[src/rtl/fsel_alu_pkg.sv]
// Shared types for the function-coded ALU: the logic-function selector
// and the decoded control word that steers the datapath.
package fsel_alu_pkg;

    typedef enum logic [2:0] {
        LF_AND    = 3'd0,
        LF_OR     = 3'd1,
        LF_XOR    = 3'd2,
        LF_PASS_A = 3'd3,
        LF_PASS_B = 3'd4,
        LF_ZERO   = 3'd5
    } logic_fn_e;

    typedef struct packed {
        logic      legal;      // code is one of the supported set
        logic      inv_a;      // invert operand A before the units
        logic      inv_b;      // invert operand B before the units
        logic      use_cin;    // adder takes the external carry
        logic      sel_arith;  // result mux picks the adder
        logic_fn_e fn;         // logic-unit function
    } ctl_t;

endpackage

[src/rtl/fsel_alu_decode.sv]
// Function-word decoder.
// Turns the 6-bit function code into independent control fields:
// operand inversion, logic function, carry use and output select.
// Assumes: codes outside the supported set come out with legal = 0.
module fsel_alu_decode
    import fsel_alu_pkg::*;
#(
    parameter int FS_W = 6
) (
    input  logic [FS_W-1:0] func,
    output ctl_t            ctl
);

    // Map each supported code to its control fields.
    always_comb begin
        ctl           = '0;
        ctl.fn        = LF_ZERO;
        ctl.legal     = 1'b1;
        case (func)
            6'b000100: ctl.fn = LF_AND;
            6'b001000: begin ctl.fn = LF_AND;    ctl.inv_b = 1'b1; end
            6'b001001: ctl.fn = LF_XOR;
            6'b000001: ctl.fn = LF_OR;
            6'b000000: ctl.fn = LF_PASS_A;
            6'b000101: ctl.fn = LF_PASS_B;
            6'b001010: begin ctl.fn = LF_PASS_B; ctl.inv_b = 1'b1; end
            6'b001100: ctl.fn = LF_ZERO;
            6'b010110: begin ctl.sel_arith = 1'b1; ctl.use_cin = 1'b1; end
            6'b011001: begin ctl.sel_arith = 1'b1; ctl.use_cin = 1'b1; ctl.inv_b = 1'b1; end
            6'b110110: begin ctl.sel_arith = 1'b1; ctl.use_cin = 1'b1; ctl.inv_a = 1'b1; end
            default:   ctl.legal = 1'b0;
        endcase
    end

endmodule

[src/rtl/fsel_alu_inv.sv]
// Conditional operand inverter: one XOR gate per bit, all bits driven
// by a shared invert control.
// Assumes: inv is stable during the cycle in which it is used.
module fsel_alu_inv #(
    parameter int W = 32
) (
    input  logic [W-1:0] d,
    input  logic         inv,
    output logic [W-1:0] q
);

    for (genvar i = 0; i < W; i++) begin : g_bit
        assign q[i] = d[i] ^ inv;
    end

endmodule

[src/rtl/fsel_alu_logic.sv]
// Bitwise logic unit working on the already-conditioned operands.
// Assumes: fn is one of the logic_fn_e values.
module fsel_alu_logic
    import fsel_alu_pkg::*;
#(
    parameter int W = 32
) (
    input  logic [W-1:0] a,
    input  logic [W-1:0] b,
    input  logic_fn_e    fn,
    output logic [W-1:0] y
);

    // Select the bitwise function.
    always_comb begin
        case (fn)
            LF_AND:    y = a & b;
            LF_OR:     y = a | b;
            LF_XOR:    y = a ^ b;
            LF_PASS_A: y = a;
            LF_PASS_B: y = b;
            default:   y = '0;
        endcase
    end

endmodule

[src/rtl/fsel_alu_adder.sv]
// Carry-select adder. Each block of BLK bits forms its sum for a carry-in
// of 0 and of 1, and the real block carry picks between the two.
// Assumes: W is a multiple of BLK.
module fsel_alu_adder #(
    parameter int W   = 32,
    parameter int BLK = 8
) (
    input  logic [W-1:0] a,
    input  logic [W-1:0] b,
    input  logic         cin,
    output logic [W-1:0] sum,
    output logic         cout
);

    localparam int NBLK = W / BLK;

    logic [NBLK:0] carry;

    assign carry[0] = cin;
    assign cout     = carry[NBLK];

    for (genvar g = 0; g < NBLK; g++) begin : g_blk
        logic [BLK:0] s0;
        logic [BLK:0] s1;
        assign s0 = {1'b0, a[g*BLK +: BLK]} + {1'b0, b[g*BLK +: BLK]};
        assign s1 = {1'b0, a[g*BLK +: BLK]} + {1'b0, b[g*BLK +: BLK]} + {{BLK{1'b0}}, 1'b1};
        assign sum[g*BLK +: BLK] = carry[g] ? s1[BLK-1:0] : s0[BLK-1:0];
        assign carry[g+1]        = carry[g] ? s1[BLK] : s0[BLK];
    end

endmodule

[src/rtl/fsel_alu.sv]
// Function-coded ALU top. Decodes the function word, conditions the two
// operands, runs the logic unit and the adder side by side, muxes the
// result and registers it with N, Z, C and V on one rising edge.
// Assumes: synchronous active-low reset. Unlisted codes load zero and
// hold all flags. Logic codes hold C and V.
module fsel_alu
    import fsel_alu_pkg::*;
#(
    parameter int WIDTH = 32,
    parameter int FS_W  = 6,
    parameter int BLK   = 8
) (
    input  logic             clk,
    input  logic             rst_n,
    input  logic [WIDTH-1:0] op_a,
    input  logic [WIDTH-1:0] op_b,
    input  logic             carry_in,
    input  logic [FS_W-1:0]  func,
    output logic [WIDTH-1:0] result,
    output logic             flag_n,
    output logic             flag_z,
    output logic             flag_c,
    output logic             flag_v
);

    localparam int MSB = WIDTH - 1;

    ctl_t             ctl;
    logic [WIDTH-1:0] a_c;
    logic [WIDTH-1:0] b_c;
    logic [WIDTH-1:0] logic_y;
    logic [WIDTH-1:0] sum;
    logic             cout;
    logic [WIDTH-1:0] sel_y;
    logic             ovf;

    fsel_alu_decode #(.FS_W(FS_W)) u_dec (
        .func (func),
        .ctl  (ctl)
    );

    fsel_alu_inv #(.W(WIDTH)) u_inv_a (
        .d   (op_a),
        .inv (ctl.inv_a),
        .q   (a_c)
    );

    fsel_alu_inv #(.W(WIDTH)) u_inv_b (
        .d   (op_b),
        .inv (ctl.inv_b),
        .q   (b_c)
    );

    fsel_alu_logic #(.W(WIDTH)) u_logic (
        .a  (a_c),
        .b  (b_c),
        .fn (ctl.fn),
        .y  (logic_y)
    );

    fsel_alu_adder #(.W(WIDTH), .BLK(BLK)) u_add (
        .a    (a_c),
        .b    (b_c),
        .cin  (carry_in & ctl.use_cin),
        .sum  (sum),
        .cout (cout)
    );

    // Result mux and signed-overflow detection on the adder inputs.
    always_comb begin
        sel_y = ctl.sel_arith ? sum : logic_y;
        ovf   = (a_c[MSB] == b_c[MSB]) && (sum[MSB] != a_c[MSB]);
    end

    // Register the result and flags; hold flags for unlisted codes.
    always_ff @(posedge clk) begin
        if (!rst_n) begin
            result <= '0;
            flag_n <= 1'b0;
            flag_z <= 1'b0;
            flag_c <= 1'b0;
            flag_v <= 1'b0;
        end else if (ctl.legal) begin
            result <= sel_y;
            flag_n <= sel_y[MSB];
            flag_z <= (sel_y == '0);
            if (ctl.sel_arith) begin
                flag_c <= cout;
                flag_v <= ovf;
            end
        end else begin
            result <= '0;
        end
    end

endmodule

[config.mk]
export PLATFORM = sky130hd
export DESIGN_NAME = fsel_alu
export DESIGN_NICKNAME = d
export VERILOG_FILES = /design/src/rtl/fsel_alu_pkg.sv /design/src/rtl/fsel_alu_decode.sv /design/src/rtl/fsel_alu_inv.sv /design/src/rtl/fsel_alu_logic.sv /design/src/rtl/fsel_alu_adder.sv /design/src/rtl/fsel_alu.sv
export SDC_FILE = /design/constraint.sdc
export NUM_CORES = 1
export LEC_CHECK = 0
export BUFFER_PORTS_ARGS = -buffer_cell sky130_fd_sc_hd__buf_2
export CORE_UTILIZATION = 52
export DETAILED_ROUTE_END_ITERATION = 8
export GPL_ROUTABILITY_DRIVEN = 0
export MAX_ROUTING_LAYER = met4
export PLACE_DENSITY = 0.83
export SKIP_CTS_REPAIR_TIMING = 1
export SYNTH_ARGS = -nofsm -noshare
export SYNTH_HDL_FRONTEND = slang
export SYNTH_SLANG_ARGS = --single-unit
[constraint.sdc]
create_clock -name clk -period 5.7 [get_ports clk]
set_clock_uncertainty 0.2 [all_clocks]
set_input_delay 0.285 -clock clk [delete_from_list [all_inputs] [get_ports clk]]
set_output_delay 0.285 -clock clk [all_outputs]
set_load 0.02 [all_outputs]
# Yosys cells after proc, flatten, opt, wreduce, memory -nomap -nowiden
# Index checks and enable logic that the tools add are counted.
[classes]
n_mux = 15
addsub = 8
eq_ne = 16
bitwise_logic = 68
reduce_logical = 11
[ops]
columns = ["op", "count"]
rows = [
  ["32-bit one-hot mux with 5 select lines", 1],
  ["1-bit XOR", 64],
  ["8-bit by 8-bit adder with 9-bit output", 4],
  ["9-bit by 1-bit adder with 9-bit output (second input constant)", 4],
  ["32-bit AND", 1],
  ["32-bit zero test", 1],
  ["32-bit two-way mux", 1],
  ["8-bit two-way mux", 4],
  ["32-bit bitwise OR", 1],
  ["32-bit XOR", 1],
  ["6-bit by 4-bit == test with 1-bit output (second input constant)", 4],
  ["3-bit one-hot mux with 5 select lines", 1],
  ["6-bit by 3-bit == test with 1-bit output (second input constant)", 2],
  ["6-bit by 5-bit == test with 1-bit output (second input constant)", 2],
  ["11-bit OR reduction", 1],
  ["1-bit two-way mux", 7],
  ["3-bit by 2-bit == test with 1-bit output (second input constant)", 2],
  ["6-bit by 1-bit == test with 1-bit output (second input constant)", 1],
  ["6-bit == test (second input constant)", 1],
  ["6-bit zero test", 1],
  ["3-bit OR reduction", 2],
  ["2-bit AND reduction", 2],
  ["2-bit OR reduction", 2],
  ["3-bit by 1-bit == test with 1-bit output (second input constant)", 1],
  ["7 further kinds", 7],
]
[word_totals]
inputBits = 73
regBits = 36
word_cells = 123

# Longest topological paths before layout
# Gate-level depths: netlist (run 1).
[logic_depth]
depth_word = 12
ltp_mapped = 22

# By module
# Synthesis (run 1) repeated with hierarchy kept, for this count alone.
[unflattened]
hier_cells = 778
area_unflattened_um2 = 6312.3
[by_module_without_submodules]
columns = ["module", "cells_per_inst", "n_inst", "area_per_inst_um2"]
rows = [
  ["fsel_alu_logic", 284, 1, 2073.2],
  ["fsel_alu_adder", 250, 1, 1935.6],
  ["fsel_alu", 149, 1, 1458.9],
  ["fsel_alu_inv", 36, 2, 351.6],
  ["fsel_alu_decode", 23, 1, 141.4],
]

# Worst setup path after synthesis (run 1)
# OpenSTA, ideal clock, no wires.
[synth_timing]
path_kind = "input-to-reg"
start = "input port func[0]"
end = "register flag_z"
path_buffers = 2
t_required_ns = 5.431
cell_stages = 20
setup_ns = 0.069
path_slack_ns = 0.192
t_arrival_ns = 5.240
cell_sequence = "clkbuf_1 and3b_1 o211ai_1 buf_2 xor2_1 inv_1 ha_1 fa_1 a211o_1 and3_4 or4_4 or3_4 o211ai_2 nand3_4 nor3_4 xnor2_2 mux2_4 a211oi_2 nand4_1 o21ai_1"
[synth_between]
elab_chain_len = 12
[synth_lines]
columns = ["element", "line_no", "text"]
rows = [
  ["from (decl)", "fsel_alu.sv:18", "input logic [FS_W-1:0] func,"],
  ["6-bit by 4-bit == test with 1-bit output / 6-bit by 5-bit == test with 1-bit output (equally long branches)", "fsel_alu_decode.sv:19", "case (func)"],
  ["3-bit OR reduction (no line)", "--", ""],
  ["1-bit two-way mux", "fsel_alu_decode.sv:19", ""],
  ["1-bit XOR", "fsel_alu_inv.sv:13", "assign q[i] = d[i] ^ inv;"],
  ["8-bit by 8-bit adder with 9-bit output", "fsel_alu_adder.sv:25, fsel_alu_adder.sv:26", ""],
  ["9-bit by 1-bit adder with 9-bit output", "fsel_alu_adder.sv:26", "assign s1 = {1'b0, a[g*BLK +: BLK]} + {1'b0, b[g*BLK +: BLK]} + {{BLK{1'b0}}, 1'b1};"],
  ["1-bit two-way mux (3 in series)", "fsel_alu_adder.sv:28", "assign carry[g+1] = carry[g] ? s1[BLK] : s0[BLK];"],
  ["8-bit two-way mux", "fsel_alu_adder.sv:27", "assign sum[g*BLK +: BLK] = carry[g] ? s1[BLK-1:0] : s0[BLK-1:0];"],
  ["32-bit two-way mux", "fsel_alu.sv:71", "sel_y = ctl.sel_arith ? sum : logic_y;"],
  ["32-bit zero test", "fsel_alu.sv:86", "flag_z <= (sel_y == '0);"],
  ["to (signal assigned)", "fsel_alu.sv:86", ""],
  ["to (decl)", "fsel_alu.sv:21", "output logic flag_z,"],
]
# Parallel ways exist; a longest one is shown, timed or not.
# A chain may end at the register's enable or synchronous reset.

# Worst setup path after layout (run 1)
# Same ends and word-level chain as after synthesis.

==> metrics list, run 1 <==
* Result of the run: finished, final reports clean
- Counting along the longest clock path gives a buffer depth of 2.
* # setup viols final: 0
- Vias/cell: 5.88
- Synth Area per Inst: 7.69 µm²
* Total number of vias: 5845
- Setup total negative slack on the finished layout was measured at 0 ns.
* Antenna diodes: 0
* Reg clk slew, reported paths: 0.07 ns
* Die Span X: 107 µm
* Mux cell area share after synthesis: 2.17%
- In this run the worst path has a maximum fanout of 18.
* Antenna viol nets, final: 0
- The most common cell in the synthesized netlist is sky130_fd_sc_hd__inv_1.
- Aggregate global-route resource usage: 27.8%
* Initial Util: 53.4%
* Number of top-level pins: around 110
* Period utilization: between 90 and 100%
- Share of final-layout standard cells stronger than drive strength 1: about a fifth
- Post-DP HPWL: 11900 µm
* Post-synthesis simple-gate area fraction: a little under a fifth
* Required @ worst endpoint: between 5 and 6 ns
* Area contributors post-synth: sky130_fd_sc_hd__ha_1 15%, sky130_fd_sc_hd__dfxtp_1 13%, sky130_fd_sc_hd__xnor2_1 10%
* Largest net degree at the start of global routing: 33
- Vias in the first global route: 5389
* DR iter-0 viols: 426
* CTS Buf Count: 5
* DRC violations left: 0
- Top cell type's share of synthesized area: around 15%
- First-pass GRT wire length: 25100 µm
- Cell internal pwr: 0.587 mW
- Switching power of the nets: ~0.44 mW
* Data arrival time at the worst-slack endpoint: 5.29 ns
* Area share of fa/ha/maj cells after synthesis: 16.2%
- The later pin in the worst-skew pair is clocked with a latency of 0.29 ns.
* Max Clk Rate: 190 MHz
- Library cell with the largest summed area after synthesis: sky130_fd_sc_hd__ha_1
* Kind of critical path: input port to register
* Prevailing post-synth register cell: sky130_fd_sc_hd__dfxtp_1
- The synthesized netlist devotes 25.1% of its cell area to compound gates.
* Setup crit end kind: register
- The floorplan has 38 rows.
* Clock network fraction of design power: between 10% and 20%
- Full die area: 11500 µm²
- Setup repair after global routing left no endpoint under its margin.
- The number of antenna violations at the first check in global routing was 0.
- Smallest hold slack: 0.0724 ns
* Share of synthesized flip-flops with an asynchronous set or reset: 0%
- The analysis attributes to cell leakage a power of 3.06 nW.
- DP Cell Count: 986
* Total wirelength of the detailed-routed design: 15400 µm
- The first TritonRoute pass finished after 5 iterations.
- By count the netlist is led by 80 x sky130_fd_sc_hd__inv_1, 71 x sky130_fd_sc_hd__nor2_1, 68 x sky130_fd_sc_hd__ha_1, 66 x sky130_fd_sc_hd__xnor2_1, 42 x sky130_fd_sc_hd__xor2_1.
- Pin slew with the least headroom to its limit: approximately 0.95 ns
- The finished layout holds 994 standard cells, fillers aside.
* Detailed-routing wirelength on met1: 6800 µm
- Sequential share of power: 24.9%
* Unique cell type count in the Yosys netlist: 85
- TritonCTS built the clock tree.
* H-tree lvl count: 2
* GRT Residual Overflow: 0
- Sink Count: 36
* Final layout net count: 998
- In this run the power density over the cells is 156 nW/µm².
- Buffer cell driving the clock tree root: sky130_fd_sc_hd__clkbuf_8
- Element type at the critical path start: input port
- Number of instances in the synthesized netlist: between 700 and 800
- Die height: 107 µm
* Synthesized net count: 894
* Slew Viols, Final: 0
* Routed wire length per instance: about 15 µm
- Synthesized area: 5760 µm²
- Fillcell total: roughly 1000
- Across the run, the number of max-cap violations was 0.
- In this run the top signal layer used is met4.
- Placeable core region: around 11000 µm²
* Share of the synthesized netlist area taken by xor and xnor gates: 16.7%
* Syn. warnings: 0
- Total of flip-flops plus latches after synthesis: 36
* Met2 Wirelength: roughly 7000 µm
- Headroom to the max-slew limit came out at 36.6%.
- Combinational family with the most area after synthesis: compound AO/OA/AOI/OAI gates
- Final core utilization: 61.0%
- Sequential fraction of the synthesis area: 12.5%
* Combinational power share: ~56%
- Final worst path period need: 5.26 ns
- Yosys mapped a number of flops with a built-in enable equal to 0.
- In this run switching power makes up 42.7% of total power.
- The design draws just over 1 mW.
- Area overhead of the layout relative to synthesis: 14.4%
* PortBufs: 108
- Worst-case vdd ir drop: between 0.0001 and 0.00015 V
- Worst min-delay path category: input port to register
- Met3 layer wire length in the routed design: 1040 µm
* Total count of hold-check failures in the final report: 0
metal layers:
| layer | GRT usage (%) | vias to the layer above |
|---|---|---|
| li1 | - | 2875 |
| met5 | - | - |
| met3 | 2.86 | 43 |
| met2 | 46.5 | 222 |
| met4 | 8.22 | 0 |
| met1 | 35.4 | 2705 |
worst paths after layout:
| path | from | end | slack [ns] | cells after the start |
|---|---|---|---|---|
| setup / recovery | func[0] | flag_z | 0.44 | 21 |
| hold / removal | rst_n | flag_c | 0.07 | 2 |
| setup reg to reg | flag_n | flag_n | 4.90 | 2 |
| hold reg to reg | flag_z | flag_z | 0.27 | 2 |
power groups by stage:
stage          clock network (mW)  registers, mW  logic (mW)
2_1_floorplan                   0          0.265       0.422
3_3_place_gp                    0          0.261       0.555
3_5_place_dp                    0          0.261       0.565
4_1_cts                     0.191          0.255       0.570
5_1_grt                     0.203          0.255       0.637
6_report                    0.193          0.255       0.577
placed cells by master, fill, tap and decap left out, types with 4 or more instances in the layout:
master	synthesis	routed
sky130_fd_sc_hd__a211oi_1	6	6
sky130_fd_sc_hd__a21o_1	9	9
sky130_fd_sc_hd__a21oi_1	36	35
sky130_fd_sc_hd__a221oi_1	26	26
sky130_fd_sc_hd__a22oi_1	14	14
sky130_fd_sc_hd__and3_1	5	5
sky130_fd_sc_hd__buf_2	3	108
sky130_fd_sc_hd__buf_4	1	25
sky130_fd_sc_hd__clkbuf_8	4	5
sky130_fd_sc_hd__dfxtp_1	36	36
sky130_fd_sc_hd__fa_1	4	4
sky130_fd_sc_hd__ha_1	68	68
sky130_fd_sc_hd__inv_1	80	80
sky130_fd_sc_hd__mux2i_1	11	11
sky130_fd_sc_hd__nand2_1	21	21
sky130_fd_sc_hd__nand2b_1	11	11
sky130_fd_sc_hd__nand3_1	11	10
sky130_fd_sc_hd__nand4_1	11	11
sky130_fd_sc_hd__nor2_1	71	71
sky130_fd_sc_hd__nor2b_1	15	15
sky130_fd_sc_hd__nor3_1	12	11
sky130_fd_sc_hd__nor4_1	10	9
sky130_fd_sc_hd__o211ai_1	7	7
sky130_fd_sc_hd__o21a_1	8	8
sky130_fd_sc_hd__o21ai_0	38	37
sky130_fd_sc_hd__o21bai_1	5	5
sky130_fd_sc_hd__o221ai_1	13	13
sky130_fd_sc_hd__or2_2	4	4
sky130_fd_sc_hd__xnor2_1	66	66
sky130_fd_sc_hd__xor2_1	42	42
kinds of logic (layout without fill, tap and decap cells):
family                   after synthesis  after routing
buffers and inverters                116            221
XOR/XNOR                             109            109
AO/OA/AOI/OAI                        203            203
multiplexers                          12             12
flip-flops                            36             36
AND/OR/NAND/NOR                      201            201
adder cells (fa/ha/maj)               72             72
registers in the layout (all words and copies together), names as in the netlist:
register / flops
flag_n: 1
flag_v: 1
result: 32
flag_c: 1
flag_z: 1
cell type report:
type | count | area, µm² | area share, %
Inverter | 80 | 300 | 4.56
Clock buffer | 5 | 68.8 | 1.04
Multi-Input combinational cell | 597 | 4570 | 69.4
Tap cell | 140 | 175 | 2.66
Clock inverter | 3 | 23.8 | 0.361
Sequential cell | 36 | 721 | 10.9
Timing Repair Buffer | 133 | 728 | 11.1
per-stage QoR:
stage               setup WS (ns)  instance area [µm²]
floorplan                   0.192                 5760
global placement            0.392                 6490
detailed placement          0.236                 6490
CTS                         0.524                 6590
global route               0.0635                 6590
finish                      0.444                 6590
worst max-delay path, cell delays in order:
cell,delay (ns)
sky130_fd_sc_hd__buf_2,0.17
sky130_fd_sc_hd__nor4bb_1,0.30
sky130_fd_sc_hd__buf_4,0.17
sky130_fd_sc_hd__nand3_2,0.13
sky130_fd_sc_hd__buf_4,0.27
sky130_fd_sc_hd__xnor2_1,0.18
sky130_fd_sc_hd__ha_1,0.28
sky130_fd_sc_hd__fa_1,0.48
sky130_fd_sc_hd__a211oi_1,0.34
sky130_fd_sc_hd__nor2_1,0.11
sky130_fd_sc_hd__nor4b_1,0.34
sky130_fd_sc_hd__buf_4,0.19
sky130_fd_sc_hd__nand4_1,0.15
sky130_fd_sc_hd__a21oi_1,0.21
sky130_fd_sc_hd__o21a_1,0.35
sky130_fd_sc_hd__nor2_1,0.14
sky130_fd_sc_hd__o31ai_1,0.26
sky130_fd_sc_hd__a21oi_1,0.11
sky130_fd_sc_hd__nor4_1,0.52
sky130_fd_sc_hd__nand4_1,0.15
sky130_fd_sc_hd__o21ai_1,0.14
(Power assumes the default switching activity.)
==> run 2: changes to the inputs <==
--- a/config.mk
+++ b/config.mk
@@ -5,8 +5,10 @@
 export SDC_FILE = /design/constraint.sdc
 export NUM_CORES = 1
 export LEC_CHECK = 0
+export ABC_AREA = 1
 export BUFFER_PORTS_ARGS = -buffer_cell sky130_fd_sc_hd__buf_2
-export CORE_UTILIZATION = 52
+export CAP_MARGIN = 40
+export CORE_UTILIZATION = 53
 export DETAILED_ROUTE_END_ITERATION = 8
 export GPL_ROUTABILITY_DRIVEN = 0
 export MAX_ROUTING_LAYER = met4
==> run 2 against run 1 <==
Against the previous run: via count rose by 19%; design area rose by 7.3%; first-iteration DRC count rose by 36%; clock-buffer cell count rose by 3; total power rose by 15%; sequential share of layout area fell by 0.75 points; sequential power barely moved; critical path type unchanged.
==> metrics list, run 2 <==
- Result of the run: finished, final reports clean
- Final layout net count: 1299
- Cell repeated most along the worst path: sky130_fd_sc_hd__nand2_1
- Setup TNS: 0 ns
* DR iter-0 viols: 580
- Slew Viols, Final: 0
- Sequential fraction of the synthesis area: 11.5%
- In the synthesized netlist the async set-or-reset flop fraction comes to 0%.
* Synthesized net count: ~1200
- Cell area power density: approximately 170 nW/µm²
* Most instantiated cells after synthesis: 307 x sky130_fd_sc_hd__nand2_1, 169 x sky130_fd_sc_hd__inv_1, 77 x sky130_fd_sc_hd__nand3_1, 73 x sky130_fd_sc_hd__nor2_1, 68 x sky130_fd_sc_hd__ha_1
- Smallest hold slack: roughly 0.079 ns
- A synthesized cell averages 5.91 µm².
- Final non-filler cell total: 1298
- After floorplanning, the core was sized to cover 11500 µm².
- By area the synthesized netlist is led by sky130_fd_sc_hd__nand2_1 18%, sky130_fd_sc_hd__ha_1 14%, sky130_fd_sc_hd__dfxtp_1 12%.
* Sink Count: 36
* H-tree lvl count: 2
* Library cell with the largest summed area after synthesis: sky130_fd_sc_hd__nand2_1
- Setup repair after global routing left no endpoint under its margin.
- Total count of hold-check failures in the final report: 0
* Die height: 111 µm
- The number of different library cells used by synthesis comes to 44.
* First-pass GRT wire length: 29200 µm
* Initial Util: 54.5%
* Hold path startpoint: rst_n
- Register-to-Register Path Depth: 2
- The synthesized design devotes to its leading area cell type 18.4% of total area.
- Data arrival time at the worst-slack endpoint: ~4.7 ns
- Vias in the first global route: around 6300
* Commonest non-fill, non-tap cell in the layout: sky130_fd_sc_hd__nand2_1
* Routed wire length per instance: 13.4 µm
- Data on the critical path is required at its endpoint by 5.73 ns.
- At the later pin of the worst-skew pair, clock insertion delay measures 0.28 ns.
* TritonCTS clock tree: yes
- In this run the worst hold path is classified as input port to register.
- The slowest stage of the critical path is the sky130_fd_sc_hd__fa_1 cell.
* Full die area: 12200 µm²
- DRC violations left: 0
* Total of flip-flops plus latches after synthesis: 36
* Largest net degree at the start of global routing: 36
* Total of max-cap violations: 0
- Total number of placement rows: 39
- Number of top-level pins: 109
* Register bank with the most flops: result
- Pin slew with the least headroom to its limit: 0.852 ns
* Total wirelength of the detailed-routed design: 17400 µm
* Max Clk Rate: 216 MHz
- The critical path contains buffers and inverters numbering 5 combined.
- Flop2flop setup slack: 4.75 ns
- The worst register-to-register path ends at flag_v.
- Static leakage: 4.05 nW
- Hold Crit Depth: 3
- Dividing the detail-routed via count by the number of cells gives 5.37.
- Synthesized area: 6250 µm²
* Period utilization: roughly 81%
* Reg clk slew, reported paths: ~0.050 ns
- Number of iterations in the first detailed-routing pass: 5
- Among cell families on the critical path, the largest total delay comes from simple AND/OR/NAND/NOR gates.
- The worst hold path terminates at result[3].
* DP Cell Count: 1290
- Once detailed placement completed, the half-perimeter wirelength came to around 14000 µm.
- Syn. warnings: 0
- The number of antenna violations at the first check in global routing came to 0.
* Maximum fanout along the worst path: 27
* Number of enable flip-flop cells after synthesis: 0
- The worst pin sits at a relative slew slack of between 40% and 50%.
- The number of antenna diodes in the final layout is 0.
- By instance count, the leading cell after synthesis is sky130_fd_sc_hd__nand2_1.
* R2r startpoint: flag_v
- Buffers from clock root to sink, at most: 2
- Global routing used 29.4% of the available tracks.
* Worst-case vdd ir drop: roughly 0.00023 V
- Die Span X: 111 µm
- Area overhead of the layout relative to synthesis: 13.1%
- The worst setup path is launched from an input port.
- Counting the buffers created by CTS gives 5.
- Total number of vias: 6970
- STA classifies the critical path endpoint as a register.
* Total power after layout: 1.18 mW
* Most frequent cells in the layout: 307 x sky130_fd_sc_hd__nand2_1, 169 x sky130_fd_sc_hd__inv_1, 108 x sky130_fd_sc_hd__buf_2
- Kind of critical path: input port to register
- Max reg flops: 32
* Share of final-layout standard cells stronger than drive strength 1: 16.0%
* Highest cell delay on the worst timing path: 0.54 ns
- PortBufs: 108
- Final worst path period need: about 4.6 ns
- In the synthesized netlist, the number of instances is 1058.
* Buffer cell driving the clock tree root: sky130_fd_sc_hd__clkbuf_16
- Setup violations remaining at the end of the flow were counted as 0.
- In the synthesized netlist the dominant register cell turns out to be sky130_fd_sc_hd__dfxtp_1.
* Antenna viol nets, final: 0
- For this run the aggregate overflow at the end of global routing stands at 0.
[run 2: area by class of cell]
cell class / count / area [µm²]
multi-input cells: 817 / 4730
well taps: 143 / 179
flip-flops and latches: 36 / 721
clock buffers: 8 / 146
repair buffers: 118 / 631
inverters: 176 / 666
fillers: 1129 / 4400
[run 2: per-stage QoR]
| step | utilization (%) | setup WS, ns | area [µm²] |
|---|---|---|---|
| 6_report | 61.7 | 1.08 | 7070 |
| 5_1_grt | 61.7 | 0.615 | 7070 |
| 2_1_floorplan | - | 1.58 | 6250 |
| 4_1_cts | 61.7 | 1.09 | 7070 |
| 3_5_place_dp | 60.4 | 0.818 | 6930 |
| 3_3_place_gp | 60.1 | 0.972 | 6890 |
[run 2: power breakdown]
group	internal (mW)	leakage (nW)	switching, mW
combinational	0.232	3.69	0.410
sequential	0.255	0.290	0.00118
clock	0.174	0.0712	0.103
[run 2: logic make-up (layout without fill, tap and decap cells)]
logic type	after synthesis	after routing	synth area share, %
buffers and inverters	205	302	12.9
AO/OA/AOI/OAI	153	153	14.4
flip-flops	36	36	11.5
adder cells (fa/ha/maj)	72	72	14.9
AND/OR/NAND/NOR	547	547	40.0
XOR/XNOR	45	45	6.30
[run 2: tightest hold or removal path: stages]
cell,delay [ns]
sky130_fd_sc_hd__buf_2,0.12
sky130_fd_sc_hd__nand3_1,0.08
sky130_fd_sc_hd__inv_1,0.05
[run 2: metal layers]
metal  vias to the layer above  share of wire [%]  global-route usage [%]
li1                       3590                  -                       -
met1                      3061                 47                    40.0
met2                       290                 43                    45.8
met3                        29                8.2                    3.35
met4                         0                2.0                    8.53
met5                         -                  0                       -
[run 2: how the worst max path moves through the flow]
stage / end / startpoint / depth (start not counted) / slack (ns)
3_5_place_dp: flag_z / func[2] / 30 / 0.82
2_1_floorplan: flag_v / func[1] / 29 / 1.58
4_1_cts: flag_z / func[2] / 30 / 1.09
5_1_grt: flag_z / func[2] / 30 / 0.62
3_3_place_gp: flag_z / func[2] / 30 / 0.97
6_report: flag_z / func[2] / 30 / 1.08
